--- config.mk ---
export PLATFORM = sky130hd
export DESIGN_NAME = xc_tlb
export DESIGN_NICKNAME = d
export VERILOG_FILES = /design/src/rtl/xc_pkg.sv /design/src/rtl/xc_match.sv /design/src/rtl/xc_victim.sv /design/src/rtl/xc_store.sv /design/src/rtl/xc_tlb.sv
export SDC_FILE = /design/constraint.sdc
export NUM_CORES = 1
export LEC_CHECK = 0
export BUFFER_PORTS_ARGS = -buffer_cell sky130_fd_sc_hd__buf_2
export CAP_MARGIN = 20
export CORE_ASPECT_RATIO = 1.25
export CORE_MARGIN = 2
export CORE_UTILIZATION = 35
export DETAILED_ROUTE_END_ITERATION = 10
export PLACE_DENSITY = 0.59
export SYNTH_ARGS = -nofsm -noshare
export SYNTH_HDL_FRONTEND = slang
export SYNTH_HIERARCHICAL = 1
export SYNTH_SLANG_ARGS = --single-unit
--- constraint.sdc ---
create_clock -name clk -period 8.8 [get_ports clk]
set_input_delay 1.76 -clock clk [delete_from_list [all_inputs] [get_ports clk]]
set_output_delay 1.76 -clock clk [all_outputs]
set_load 0.02 [all_outputs]
--- src/rtl/xc_pkg.sv ---
package xc_pkg;
  localparam int VPN_W = 20;
  localparam int PFN_W = 20;

  typedef struct packed {
    logic [PFN_W-1:0] pfn;
    logic             glob;
    logic             wr;
  } xc_payload_t;
endpackage

--- src/rtl/xc_match.sv ---
module xc_match #(
  parameter int DEPTH = 8,
  parameter int KEY_W = 20,
  localparam int IDX_W = (DEPTH > 1) ? $clog2(DEPTH) : 1
) (
  input  logic [DEPTH-1:0]            valid,
  input  logic [DEPTH-1:0][KEY_W-1:0] tags,
  input  logic [KEY_W-1:0]            key,
  output logic [DEPTH-1:0]            hitv,
  output logic                        hit,
  output logic [IDX_W-1:0]            idx
);
  for (genvar g = 0; g < DEPTH; g++) begin : g_cmp
    assign hitv[g] = valid[g] && (tags[g] == key);
  end

  assign hit = |hitv;

  always_comb begin
    idx = '0;
    for (int i = DEPTH - 1; i >= 0; i--) begin
      if (hitv[i]) idx = IDX_W'(i);
    end
  end
endmodule

--- src/rtl/xc_victim.sv ---
module xc_victim #(
  parameter int DEPTH = 8,
  localparam int IDX_W = (DEPTH > 1) ? $clog2(DEPTH) : 1
) (
  input  logic [DEPTH-1:0] valid,
  input  logic [IDX_W-1:0] ptr,
  output logic [IDX_W-1:0] idx,
  output logic             use_ptr
);
  logic             any_free;
  logic [IDX_W-1:0] free_idx;

  always_comb begin
    free_idx = '0;
    any_free = 1'b0;
    for (int i = DEPTH - 1; i >= 0; i--) begin
      if (!valid[i]) begin
        free_idx = IDX_W'(i);
        any_free = 1'b1;
      end
    end
  end

  assign use_ptr = !any_free;
  assign idx     = any_free ? free_idx : ptr;
endmodule

--- src/rtl/xc_store.sv ---
module xc_store
  import xc_pkg::*;
#(
  parameter int DEPTH = 8,
  localparam int IDX_W = (DEPTH > 1) ? $clog2(DEPTH) : 1
) (
  input  logic                        clk,
  input  logic                        rst_n,
  input  logic [DEPTH-1:0]            keep,
  input  logic                        wr_en,
  input  logic [IDX_W-1:0]            wr_idx,
  input  logic [VPN_W-1:0]            wr_vpn,
  input  xc_payload_t                 wr_data,
  input  logic                        adv_ptr,
  output logic [DEPTH-1:0]            valid_q,
  output logic [DEPTH-1:0][VPN_W-1:0] vpn_q,
  output xc_payload_t [DEPTH-1:0]     data_q,
  output logic [IDX_W-1:0]            ptr_q
);
  for (genvar g = 0; g < DEPTH; g++) begin : g_ent
    logic sel;
    assign sel = wr_en && (wr_idx == IDX_W'(g));

    always_ff @(posedge clk) begin
      if (!rst_n) begin
        valid_q[g] <= 1'b0;
      end else begin
        valid_q[g] <= keep[g] | sel;
      end
    end

    always_ff @(posedge clk) begin
      if (sel) begin
        vpn_q[g]  <= wr_vpn;
        data_q[g] <= wr_data;
      end
    end
  end

  always_ff @(posedge clk) begin
    if (!rst_n) begin
      ptr_q <= '0;
    end else if (adv_ptr) begin
      ptr_q <= (ptr_q == IDX_W'(DEPTH - 1)) ? '0 : ptr_q + 1'b1;
    end
  end
endmodule

--- src/rtl/xc_tlb.sv ---
module xc_tlb
  import xc_pkg::*;
#(
  parameter int DEPTH = 8
) (
  input  logic             clk,
  input  logic             rst_n,
  input  logic             lk_valid,
  input  logic [VPN_W-1:0] lk_vpn,
  output logic             lk_hit,
  output logic [PFN_W-1:0] lk_pfn,
  output logic             lk_writable,
  input  logic             fill_valid,
  input  logic [VPN_W-1:0] fill_vpn,
  input  logic [PFN_W-1:0] fill_pfn,
  input  logic             fill_global,
  input  logic             fill_writable,
  input  logic             base_load,
  input  logic             task_switch,
  input  logic             inv_valid,
  input  logic [VPN_W-1:0] inv_vpn,
  input  logic             glob_en
);
  localparam int IDX_W = (DEPTH > 1) ? $clog2(DEPTH) : 1;

  logic [DEPTH-1:0]            valid_q;
  logic [DEPTH-1:0][VPN_W-1:0] vpn_q;
  xc_payload_t [DEPTH-1:0]     data_q;
  logic [IDX_W-1:0]            ptr_q;
  logic [DEPTH-1:0]            glob_q;

  for (genvar g = 0; g < DEPTH; g++) begin : g_glob
    assign glob_q[g] = data_q[g].glob;
  end

  // Lookup path
  logic [DEPTH-1:0] lk_hitv;
  logic             lk_any;
  logic [IDX_W-1:0] lk_idx;

  xc_match #(.DEPTH(DEPTH), .KEY_W(VPN_W)) u_lk_match (
    .valid(valid_q), .tags(vpn_q), .key(lk_vpn),
    .hitv(lk_hitv), .hit(lk_any), .idx(lk_idx)
  );

  assign lk_hit      = lk_valid && lk_any;
  assign lk_pfn      = lk_hit ? data_q[lk_idx].pfn : '0;
  assign lk_writable = lk_hit && data_q[lk_idx].wr;

  // Invalidation is resolved before the fill
  logic [DEPTH-1:0] inv_hitv;
  logic             inv_any;
  logic [IDX_W-1:0] inv_idx;

  xc_match #(.DEPTH(DEPTH), .KEY_W(VPN_W)) u_inv_match (
    .valid(valid_q), .tags(vpn_q), .key(inv_vpn),
    .hitv(inv_hitv), .hit(inv_any), .idx(inv_idx)
  );

  logic             flush;
  logic [DEPTH-1:0] flush_keep;
  logic [DEPTH-1:0] keep;

  assign flush      = base_load || task_switch;
  assign flush_keep = !flush ? '1 : (glob_en ? glob_q : '0);
  assign keep       = valid_q & flush_keep & ~(inv_valid ? inv_hitv : '0);

  // Fill placement against surviving entries
  logic [DEPTH-1:0] fill_hitv;
  logic             fill_hit;
  logic [IDX_W-1:0] fill_hidx;
  logic [IDX_W-1:0] vic_idx;
  logic             vic_use_ptr;

  xc_match #(.DEPTH(DEPTH), .KEY_W(VPN_W)) u_fill_match (
    .valid(keep), .tags(vpn_q), .key(fill_vpn),
    .hitv(fill_hitv), .hit(fill_hit), .idx(fill_hidx)
  );

  xc_victim #(.DEPTH(DEPTH)) u_victim (
    .valid(keep), .ptr(ptr_q), .idx(vic_idx), .use_ptr(vic_use_ptr)
  );

  logic [IDX_W-1:0] wr_idx;
  logic             adv_ptr;
  xc_payload_t      wr_data;

  assign wr_idx       = fill_hit ? fill_hidx : vic_idx;
  assign adv_ptr      = fill_valid && !fill_hit && vic_use_ptr;
  assign wr_data.pfn  = fill_pfn;
  assign wr_data.glob = fill_global;
  assign wr_data.wr   = fill_writable;

  xc_store #(.DEPTH(DEPTH)) u_store (
    .clk(clk), .rst_n(rst_n), .keep(keep),
    .wr_en(fill_valid), .wr_idx(wr_idx), .wr_vpn(fill_vpn), .wr_data(wr_data),
    .adv_ptr(adv_ptr),
    .valid_q(valid_q), .vpn_q(vpn_q), .data_q(data_q), .ptr_q(ptr_q)
  );
endmodule

==> impl_metrics.py <==
metrics = {
    "status": {
        "run_status": "complete, no violations",
    },
    "setup_path": {
        "cpLargestDelayFamily": "simple AND/OR/NAND/NOR gates",
        "end_kind": "primary output",
        "crit_arrival_ns": 5.67,
        "critical_path.cell_chain": "buf_2 -> xor2_1 -> nor4_1 -> nand3_1 -> nor4_4 -> or2_1 -> a211oi_1 -> nor3_2 -> buf_4 -> mux2i_1 -> o22ai_1 -> or2_1 -> buf_2",
        "startpoint_type": "primary input",
        "cp_max_fo": 46,
        "cpPeakStageDelay_ns": 0.68,
        "critPathBufInv": 3,
        "crit_slowest_cell": "buf_4",
        "required_ns": 7.04,
        "criticalPathCategory": "in -> out",
    },
    "detailed_routing": {
        "drc": 0,
        "ant_nets": 0,
        "wl_per_cell_um": 26.04,
        "drtIter0Drc": 818,
        "dr.pass1.iters": 7,
        "vias": 11190,
        "vias_per_cell": 5.239,
        "drt-total-wl_um": 55630,
    },
    "clock_network": {
        "cts_setup_buffers": 0,
        "ctsResizeCount": 0,
        "insertion_delay_ns": 0.54,
        "path_clk_slew_ns": 0.06,
        "cts.path.max_buffers": 3,
        "root_buffer": "clkbuf_16",
        "cts_hold_repair.buffers": 0,
        "cts.sinks": 347,
        "htree_levels": 2,
        "numCtsBuffers": 37,
        "cts_tree": "built",
    },
    "synth": {
        "synth_nets": 1441,
        "syn-instance-count": 1349,
        "ys_warn_count": 6,
        "synth_area_um2": 18440,
        "synth.avg_cell_area_um2": 13.67,
    },
    "sta": {
        "period_minus_slack_ns": 7.432,
        "fmax_ghz": 0.1346,
        "finalSetupViolations": 0,
        "fin_ws_ns": 1.368,
        "relSlewSlack_pct": 38.81,
        "worst_pin_slew_ns": 0.9178,
        "period_share_pct": 84.46,
        "skew_ns": 0.01831,
        "setup_tns_ns": 0,
        "slew_violations": 0,
        "rsz0062_at_grt": "false",
        "hold_viol": 0,
    },
    "pwr": {
        "peakVddDrop_mv": 0.2050,
        "leakage_nw": 6.718,
        "total_power_mw": 3.752,
        "p_per_area_nw_per_um2": 182.0,
    },
    "die": {
        "rows": 94,
        "start_util_pct": 35.24,
        "dieArea_um2": 54560,
        "io_pins": 112,
        "die_w_um": 209.3,
        "die_y_um": 260.6,
        "core_um2": 52340,
    },
    "global_route": {
        "track_usage_pct": 20.32,
        "grt_max_degree": 47,
        "grt_pass1_vias": 11380,
        "grt_remaining_overflow": 0,
        "grt_antenna_before_repair": 2,
        "grt_pass1_wl_um": 80100,
    },
    "layout": {
        "instances_no_fill": 2136,
        "syn2layout_area_growth_pct": 11.78,
        "fin_nets": 1528,
        "drive_above_1_share_pct": 15.71,
        "diodes": 0,
    },
    "run": {
        "max_cap_violations": 0,
    },
    "placed_design": {
        "dp.cells": 2069,
        "dp_hpwl_um": 37930,
        "post-place-ws_ns": 1.403,
        "gp_congestion": 0.9574,
        "portBuffers": 111,
    },
    "worst_hold_path": {
        "hold_class": "reg -> reg",
    },
}
==> layout make-up <==
type / count / area (um2)
Clock buffer: 43 / 978.4
Clock inverter: 24 / 279.0
Fill cell: 4811 / 31720
Inverter: 17 / 63.81
Multi-Input combinational cell: 903 / 7433
Sequential cell: 347 / 10310
Tap cell: 672 / 840.8
Timing Repair Buffer: 130 / 710.7
==> per-stage QoR <==
stage | instance area (um2) | util, % | hold WS (ns)
5_1_grt | 20620 | 39.39 | 0.5574
2_1_floorplan | 18440 | - | 0.4876
3_5_place_dp | 19360 | 36.99 | 0.5221
4_1_cts | 20620 | 39.39 | 0.5318
6_report | 20620 | 39.39 | 0.5283
3_3_place_gp | 19360 | 36.99 | 0.5243
==> layout by cell type (no fill, tap or decap), types with 4 or more instances in the layout <==
master	instances
bufinv_16	6
xor2_1	192
nand2_1	30
buf_2	111
o21a_1	8
nor4_1	51
nor3_1	4
dfxtp_1	11
a21oi_1	13
edfxtp_1	336
or2_1	27
nand4_1	74
mux2i_1	86
nor4_4	15
buf_4	18
clkbuf_16	37
nand3_1	21
o22ai_1	44
clkinv_2	7
inv_1	17
nor2_1	5
xnor2_1	279
clkinv_1	6
==> routing by layer <==
layer / vias to the layer above / global-route usage (%) / part of all wire [%]
met2: 323 / 36.47 / 51
met1: 5699 / 24.70 / 41
li1: 5080 / - / -
met4: 4 / 8.433 / 3.9
met5: - / 0 / 0.041
met3: 85 / 2.515 / 4.5
==> flip-flops by register name (all words and copies together) (netlist names) <==
register	count
u_store/data_q	176
u_store/vpn_q	160
u_store/valid_q	8
u_store/ptr_q	3
==> worst register-to-register path: cells and delay by family (launching register included) <==
family,cells,cell delay (ns)
mux,1,0.37
flops,1,0.46
buf+inv,1,0.51
simple gates,11,3.36
compound gates,1,0.12
xor+xnor,1,0.17
==> path summary, 6_finish.rpt <==
path / startpoint / end / cells after the start / slack (ns)
max reg2reg: u_store/vpn_q[96] / u_store/vpn_q[137] / 15 / 3.47
min reg2reg: u_store/ptr_q[0] / u_store/ptr_q[0] / 2 / 0.53
min: u_store/ptr_q[0] / u_store/ptr_q[0] / 2 / 0.53
max: lk_vpn[11] / lk_pfn[8] / 13 / 1.37
==> where the power goes <==
| group | internal, mW | switching (mW) |
|---|---|---|
| Combinational | 0.0971 | 0.184 |
| Clock | 0.975 | 0.653 |
| Sequential | 1.83 | 0.0118 |
| Total | 2.90 | 0.849 |
Power figures use the tool's default switching activity.
